File: src/rtl/tlb_pkg.sv
package tlb_pkg;
  localparam int VA_W   = 32;
  localparam int PA_W   = 30;
  localparam int OFF_W  = 12;
  localparam int VPN_W  = VA_W - OFF_W;
  localparam int PPN_W  = PA_W - OFF_W;
  localparam int PERM_W = 2;
  localparam int BASE_W = 10;

  typedef struct packed {
    logic              valid;
    logic [VPN_W-1:0]  vpn;
    logic [PPN_W-1:0]  ppn;
    logic              dirty;
    logic              refd;
    logic [PERM_W-1:0] perm;
  } tlb_entry_t;

  typedef enum logic [2:0] {
    SEL_PAGE  = 3'd0,
    SEL_FRAME = 3'd1,
    SEL_SLOT  = 3'd2,
    SEL_VICT  = 3'd3,
    SEL_FAULT = 3'd4,
    SEL_TABLE = 3'd5
  } sw_sel_e;
endpackage

File: src/rtl/tlb_victim.sv
module tlb_victim #(
  parameter int N     = 16,
  parameter int WIRED = 0,
  parameter int IW    = $clog2(N)
) (
  input  logic          clk,
  input  logic          rst_n,
  output logic [IW-1:0] victim
);
  logic [IW-1:0] cnt_q;

  always_ff @(posedge clk) begin
    if (!rst_n)                     cnt_q <= IW'(N - 1);
    else if (cnt_q == IW'(WIRED))   cnt_q <= IW'(N - 1);
    else                            cnt_q <= cnt_q - IW'(1);
  end

  assign victim = cnt_q;
endmodule

File: src/rtl/tlb_match.sv
module tlb_match #(
  parameter int N  = 16,
  parameter int IW = $clog2(N),
  parameter int TW = 20
) (
  input  logic [N-1:0]         valid_v,
  input  logic [N-1:0][TW-1:0] tag_v,
  input  logic [TW-1:0]        tag,
  input  logic                 skip_en,
  input  logic [IW-1:0]        skip_idx,
  output logic                 hit,
  output logic [IW-1:0]        hit_idx
);
  logic [N-1:0] eq;

  for (genvar g = 0; g < N; g++) begin : g_cmp
    assign eq[g] = valid_v[g] && (tag_v[g] == tag) &&
                   !(skip_en && (skip_idx == IW'(g)));
  end

  // scan downward so the lowest matching slot is the last one kept
  always_comb begin
    hit     = 1'b0;
    hit_idx = '0;
    for (int i = N - 1; i >= 0; i--) begin
      if (eq[i]) begin
        hit     = 1'b1;
        hit_idx = IW'(i);
      end
    end
  end
endmodule

File: src/rtl/tlb_array.sv
module tlb_array
  import tlb_pkg::*;
#(
  parameter int N  = 16,
  parameter int IW = $clog2(N)
) (
  input  logic                  clk,
  input  logic                  rst_n,
  input  logic                  wr_en,
  input  logic [IW-1:0]         wr_idx,
  input  tlb_entry_t            wr_ent,
  input  logic                  ref_en,
  input  logic [IW-1:0]         ref_idx,
  output tlb_entry_t [N-1:0]    ents
);
  for (genvar g = 0; g < N; g++) begin : g_slot
    tlb_entry_t e_q;
    always_ff @(posedge clk) begin
      if (!rst_n)                               e_q <= '0;
      else if (wr_en && (wr_idx == IW'(g)))     e_q <= wr_ent;
      else if (ref_en && (ref_idx == IW'(g)))   e_q.refd <= 1'b1;
    end
    assign ents[g] = e_q;
  end
endmodule

File: src/rtl/tlb_sw.sv
module tlb_sw
  import tlb_pkg::*;
#(
  parameter  int ENTRIES = 16,
  parameter  int WIRED   = 0,
  localparam int IW      = $clog2(ENTRIES)
) (
  input  logic             clk,
  input  logic             rst_n,
  input  logic             lk_req,
  input  logic [VA_W-1:0]  lk_vaddr,
  input  logic             lk_store,
  output logic [PA_W-1:0]  lk_paddr,
  output logic [PERM_W-1:0] lk_perm,
  output logic             lk_hit,
  output logic             lk_miss,
  output logic             lk_mod_fault,
  input  logic [2:0]       sw_sel,
  input  logic             sw_we,
  input  logic [31:0]      sw_wdata,
  output logic [31:0]      sw_rdata,
  input  logic             cmd_wr_idx,
  input  logic             cmd_wr_rnd,
  input  logic             cmd_rd_idx
);
  // software-visible holding registers
  logic [VPN_W-1:0]  page_q;
  logic [PPN_W-1:0]  fr_ppn_q;
  logic              fr_v_q, fr_d_q, fr_r_q;
  logic [PERM_W-1:0] fr_p_q;
  logic [IW-1:0]     slot_q;
  logic [VA_W-1:0]   fault_q;
  logic [BASE_W-1:0] base_q;

  logic [IW-1:0]     victim;
  tlb_entry_t [ENTRIES-1:0] ents;
  tlb_entry_t        wr_ent;
  tlb_entry_t        hit_ent;
  tlb_entry_t        rd_ent;
  logic              wr_en;
  logic [IW-1:0]     wr_idx;
  logic              m_hit;
  logic [IW-1:0]     m_idx;
  logic [ENTRIES-1:0]            valid_v;
  logic [ENTRIES-1:0][VPN_W-1:0] tag_v;
  logic              fault_now;
  logic              unused_wdata;

  assign unused_wdata = ^sw_wdata;

  tlb_victim #(.N(ENTRIES), .WIRED(WIRED), .IW(IW)) u_victim (
    .clk(clk), .rst_n(rst_n), .victim(victim)
  );

  assign wr_en  = cmd_wr_idx | cmd_wr_rnd;
  assign wr_idx = cmd_wr_idx ? slot_q : victim;

  always_comb begin
    wr_ent       = '0;
    wr_ent.valid = fr_v_q;
    wr_ent.vpn   = page_q;
    wr_ent.ppn   = fr_ppn_q;
    wr_ent.dirty = fr_d_q;
    wr_ent.refd  = fr_r_q;
    wr_ent.perm  = fr_p_q;
  end

  tlb_array #(.N(ENTRIES), .IW(IW)) u_array (
    .clk(clk), .rst_n(rst_n),
    .wr_en(wr_en), .wr_idx(wr_idx), .wr_ent(wr_ent),
    .ref_en(lk_hit), .ref_idx(m_idx),
    .ents(ents)
  );

  for (genvar g = 0; g < ENTRIES; g++) begin : g_tags
    assign valid_v[g] = ents[g].valid;
    assign tag_v[g]   = ents[g].vpn;
  end

  tlb_match #(.N(ENTRIES), .IW(IW), .TW(VPN_W)) u_match (
    .valid_v(valid_v), .tag_v(tag_v), .tag(lk_vaddr[VA_W-1:OFF_W]),
    .skip_en(wr_en), .skip_idx(wr_idx),
    .hit(m_hit), .hit_idx(m_idx)
  );

  // same-cycle lookup result
  assign hit_ent      = ents[m_idx];
  assign lk_hit       = lk_req & m_hit;
  assign lk_miss      = lk_req & ~m_hit;
  assign lk_mod_fault = lk_hit & lk_store & ~hit_ent.dirty;
  assign lk_paddr     = lk_hit ? {hit_ent.ppn, lk_vaddr[OFF_W-1:0]} : '0;
  assign lk_perm      = lk_hit ? hit_ent.perm : '0;
  assign fault_now    = lk_miss | lk_mod_fault;
  assign rd_ent       = ents[slot_q];

  always_ff @(posedge clk) begin
    if (!rst_n) begin
      page_q   <= '0;
      fr_ppn_q <= '0;
      fr_v_q   <= 1'b0;
      fr_d_q   <= 1'b0;
      fr_r_q   <= 1'b0;
      fr_p_q   <= '0;
      slot_q   <= '0;
      fault_q  <= '0;
      base_q   <= '0;
    end else begin
      if (fault_now) fault_q <= lk_vaddr;
      if (cmd_rd_idx) begin
        page_q   <= rd_ent.vpn;
        fr_ppn_q <= rd_ent.ppn;
        fr_v_q   <= rd_ent.valid;
        fr_d_q   <= rd_ent.dirty;
        fr_r_q   <= rd_ent.refd;
        fr_p_q   <= rd_ent.perm;
      end else if (sw_we) begin
        case (sw_sel)
          SEL_PAGE:  page_q <= sw_wdata[31:OFF_W];
          SEL_FRAME: begin
            fr_ppn_q <= sw_wdata[PA_W-1:OFF_W];
            fr_v_q   <= sw_wdata[4];
            fr_d_q   <= sw_wdata[3];
            fr_r_q   <= sw_wdata[2];
            fr_p_q   <= sw_wdata[1:0];
          end
          default: ;
        endcase
      end
      if (sw_we && (sw_sel == SEL_SLOT))  slot_q <= sw_wdata[IW-1:0];
      if (sw_we && (sw_sel == SEL_TABLE)) base_q <= sw_wdata[31:32-BASE_W];
    end
  end

  always_comb begin
    case (sw_sel)
      SEL_PAGE:  sw_rdata = {page_q, {OFF_W{1'b0}}};
      SEL_FRAME: sw_rdata = {{(32-PA_W){1'b0}}, fr_ppn_q, 7'd0,
                             fr_v_q, fr_d_q, fr_r_q, fr_p_q};
      SEL_SLOT:  sw_rdata = {{(32-IW){1'b0}}, slot_q};
      SEL_VICT:  sw_rdata = {{(32-IW){1'b0}}, victim};
      SEL_FAULT: sw_rdata = fault_q;
      SEL_TABLE: sw_rdata = {base_q, fault_q[VA_W-1:OFF_W], 2'b00};
      default:   sw_rdata = '0;
    endcase
  end
endmodule

File: config.mk
export PLATFORM = sky130hd
export DESIGN_NAME = tlb_sw
export DESIGN_NICKNAME = d
export VERILOG_FILES = /design/src/rtl/tlb_pkg.sv /design/src/rtl/tlb_victim.sv /design/src/rtl/tlb_match.sv /design/src/rtl/tlb_array.sv /design/src/rtl/tlb_sw.sv
export SDC_FILE = /design/constraint.sdc
export NUM_CORES = 2
export LEC_CHECK = 0
export CAP_MARGIN = 40
export CELL_PAD_IN_SITES_DETAIL_PLACEMENT = 1
export CELL_PAD_IN_SITES_GLOBAL_PLACEMENT = 2
export CORE_UTILIZATION = 41
export CTS_CLUSTER_DIAMETER = 150
export DETAILED_ROUTE_END_ITERATION = 10
export PLACE_DENSITY = 0.95
export SKIP_LAST_GASP = 1
export SYNTH_ARGS = -nofsm -noshare
export SYNTH_HDL_FRONTEND = slang
export SYNTH_SLANG_ARGS = --single-unit
File: constraint.sdc
create_clock -name clk -period 14.5 [get_ports clk]
set_clock_uncertainty 0.2 [all_clocks]
set_input_delay 2.175 -clock clk [delete_from_list [all_inputs] [get_ports clk]]
set_output_delay 2.175 -clock clk [all_outputs]
set_load 0.02 [all_outputs]
==> metrics.md <==
| Metric | Value |
|---|---|
| Status | `completed` |
| Hold path start | `base_q[2]$_SDFFE_PN0P_` |
| Horiz. Die Dim | `321 um` |
| Xor-xnor portion of the synthesized cell area | `0.0679` |
| Post-Synth Simple-Gate Area | `0.189` |
| Largest stage delay, worst path | `740 ps` |
| CTS tree | `built` |
| Die Ht | `around 320 um` |
| Slew @ Worst Pin | `1180 ps` |
| Worst Path Arrival | `8990 ps` |
| CP Class | `in2out` |
| Multiplexer share of the synthesized area | `0.193` |
| Buffers and inverters on the worst path | `4` |
| Required time worst endpoint | `between 10,000 and 15,000 ps` |
| Slew margin rel. | `0.214` |
| Initial antenna violation count | `12` |
| CTS Sinks | `about 800` |
| DRT antenna net count | `0` |
| Worst-path maximum fanout | `26` |
| Drt total wl | `192 mm` |
| Vias in the first global route | `39,500` |
| Layout cells sized above 1 | `0.126` |
| Rows | `116` |
| Post-Syn Instances | `4,937` |
| Library cells used by synthesis | `slightly above 70` |
| Synth Area in Adders | `0.000300` |
| Clock slew at reported path FFs | `60 ps` |
| RSZ-0062 raised after global routing | `no` |
| Final worst slack | `3130 ps` |
| Hold Path End | `base_q[2]$_SDFFE_PN0P_` |
| Sequential area share after synthesis | `0.375` |
| Crit-path cells | `clkdlybuf4s50_1 > buf_4 > xnor2_1 > nand4_1 > nor4_1 > a2bb2oi_1 > a221oi_1 > o21ai_0 > a21oi_1 > or2_2 > nor2_1 > buf_4 > a221oi_1 > o21ai_0 > nor3_1 > clkdlybuf4s50_1` |
| Via density per instance | `6.44` |
| Global-route wire length before repair | `between 200 and 300 mm` |
| GRT Total Usage | `0.365` |
| 1st-iter DRT viols | `about 5,700` |
| IO buf count | `134` |
| Final setup viols | `0` |
| Placed insts | `about 6,100` |
| # DRC | `0` |
| H-tree levels | `3` |
| DR pass1 iterations | `5` |
| Synthesized area per cell | `8.44 um2` |
| Most common cell after layout, fill and taps aside | `nand2_1` |
| M3 GR Usage | `0.0855` |
| Main flop type after synthesis | `dfxtp_1` |
| Drt wl/cell | `about 31 um` |
| Ports | `142` |
| Met2 usage | `0.529` |
| GR peak layer | `met2` |
| PostCTS Resize Cnt | `0` |
| Max-cap violations | `0` |
| Critical path origin | `lk_vaddr[16]` |
| Slowest CP cell | `clkdlybuf4s50_1` |
| PwrDens | `105 mW/mm2` |
| Async S/R FF share, synth | `0` |
| Hold-fix buffers, CTS | `0` |
| Final hold vios | `0` |
| Reg-to-reg endpoint | `fault_q[19]$_SDFFE_PN0P_` |
| Worst min path class | `reg2reg` |
| Critical Path Start Type | `input port` |
| Tmin final | `11,370 ps` |
| Root Driver | `clkbuf_16` |
| Clk Latency, worst-skew pair | `between 600 and 700 ps` |
| Worst Hold Depth | `2` |
| Global Route met1 Usage | `0.495` |
| Fmax | `roughly 0.088 GHz` |
| # Post-CTS Setup Buffers | `0` |
| Ys Warns | `0` |
| Final TNS setup | `0 ps` |
| Register bit total from synthesis | `781` |
| Worst R2R Path Depth | `18` |
| Non-filler instance count after layout | `6,252` |
| Post-place setup slack | `about 3400 ps` |
| Maximum VDD drop | `0.0791 mV` |
| R2R Setup Slk | `7220 ps` |
| Syn Nets | `about 5,000` |
| Crit path max-delay family | `simple AND/OR/NAND/NOR gates` |
| Final Max Tran Viols | `0` |
| P_leak | `14.3 nW` |
| Global route overflow | `0` |
| Reg2Reg Launch Point | `slot_q[2]$_SDFFE_PN0P_` |
| Synthesis-to-layout area growth | `14.7%` |
| Final nets | `4,901` |
| CTS max path bufs | `3` |
| Commonest non-fill, non-tap cells in the layout | `nand2_1 (1,409), dfxtp_1 (777), a21oi_1 (754)` |
| Final Core Density | `0.476` |
| Mapped cell area | `0.0416 mm2` |
| Post-synthesis compound-gate area fraction | `0.126` |
| Core area | `about 0.10 mm2` |
| Main combinational cell family by area after synthesis | `multiplexers` |
| Pin count of the biggest net entering global routing | `201` |
| Critical Path End Type | `output port` |
| CTS Buf Count | `87` |
| Full die area | `between 0.1 and 0.15 mm2` |
| Gp weighted congestion | `1.04` |
| Initial core utilization | `0.415` |
| Dpl hpwl | `121 mm` |
| EDFF count, synth | `0` |
| Vias | `40,300` |
| Fin crit share | `0.784` |
| Fillers | `11,700` |
synthesized netlist by cell type (5+ instances only):
| master | count | area [um2] |
|---|---|---|
| buf_6 | 5 | 56.3 |
| clkbuf_1 | 381 | 1430 |
| or4_1 | 6 | 45.0 |
| o21ai_1 | 33 | 165 |
| nor2b_1 | 26 | 163 |
| o22ai_1 | 13 | 81.3 |
| nand2b_1 | 5 | 31.3 |
| buf_2 | 58 | 290 |
| xor2_1 | 87 | 762 |
| nand4_1 | 93 | 582 |
| and2_1 | 15 | 93.8 |
| a211oi_1 | 52 | 390 |
| mux2i_1 | 252 | 2520 |
| dfxtp_1 | 781 | 15600 |
| nor3_1 | 29 | 145 |
| nor4_1 | 41 | 257 |
| a221oi_1 | 11 | 96.3 |
| mux4_2 | 233 | 5250 |
| xnor2_1 | 236 | 2070 |
| nor4b_1 | 6 | 52.6 |
| buf_4 | 13 | 97.6 |
| nand2_1 | 1410 | 5290 |
| o21ai_0 | 39 | 195 |
| and4_1 | 5 | 43.8 |
| a2bb2oi_1 | 5 | 43.8 |
| nand3_1 | 56 | 280 |
| nor2_1 | 131 | 492 |
| inv_1 | 7 | 26.3 |
| a21oi_1 | 758 | 3790 |
| or2_2 | 5 | 31.3 |
| and3b_1 | 5 | 43.8 |
| mux2_2 | 25 | 282 |
| a22oi_1 | 9 | 67.6 |
| buf_1 | 24 | 90.1 |
tightest hold or removal path, stage by stage (launching register included):
cell and delay, ps:
dfxtp_1 310, nand2_1 50, a21oi_1 50
cell families (layout without fill, tap and decap cells):
| logic type | count (synthesis) | in the layout |
|---|---|---|
| simple gates | 1867 | 1867 |
| flops | 781 | 781 |
| xor+xnor | 323 | 323 |
| fa+ha+maj | 1 | 1 |
| buf+inv | 491 | 448 |
| other cells | 0 | 1 |
| mux | 510 | 510 |
| compound gates | 964 | 964 |
layout make-up:
class | instances | area, um2 | share of cell area
diodes | 1 | 2.50 | 0.0000524
flip-flops and latches | 781 | 15600 | 0.328
multi-input cells | 3665 | 24300 | 0.510
repair buffers | 280 | 3040 | 0.0636
clock inverters | 31 | 318 | 0.00665
well taps | 1357 | 1700 | 0.0355
clock buffers | 127 | 2660 | 0.0557
inverters | 10 | 47.5 | 0.000995
sequential cells by signal, indices dropped and copies added, names as in the netlist:
signal,cells
base_q,10
fault_q,32
fr_d_q,1
fr_p_q,2
fr_ppn_q,18
fr_r_q,1
fr_v_q,1
page_q,20
slot_q,4
u_array.ents,688
u_victim.victim,4
worst max-delay path by stage:
stage	depth (start not counted)	to	slack, ps
3_5_place_dp	16	lk_paddr[28]	3440
4_1_cts	16	lk_paddr[28]	3440
5_1_grt	16	lk_paddr[28]	3150
6_report	16	lk_paddr[28]	3130
2_1_floorplan	15	lk_paddr[17]	5980
3_3_place_gp	15	lk_paddr[28]	3180
metrics by stage:
stage          hold WS, ps  instance area [um2]  total power (W)
2_1_floorplan          233                41600          0.00249
3_3_place_gp           238                43900          0.00268
3_5_place_dp           251                44800          0.00271
4_1_cts                264                47700          0.00501
5_1_grt                278                47800          0.00513
6_report               263                47800          0.00503
per-layer routing:
metal / vias to the layer above / wire length [um]
met5: - / 71
met4: 10 / 12500
met3: 634 / 23300
met2: 2577 / 80300
met1: 20200 / 75500
li1: 16900 / -
report_power, final:
part / switching, W / leakage [nW] / internal, W
sequential: 0.0000495 / 6.31 / 0.00217
combinational: 0.000318 / 6.48 / 0.000149
clock: 0.000979 / 1.47 / 0.00136
Power figures use the tool's default switching activity.
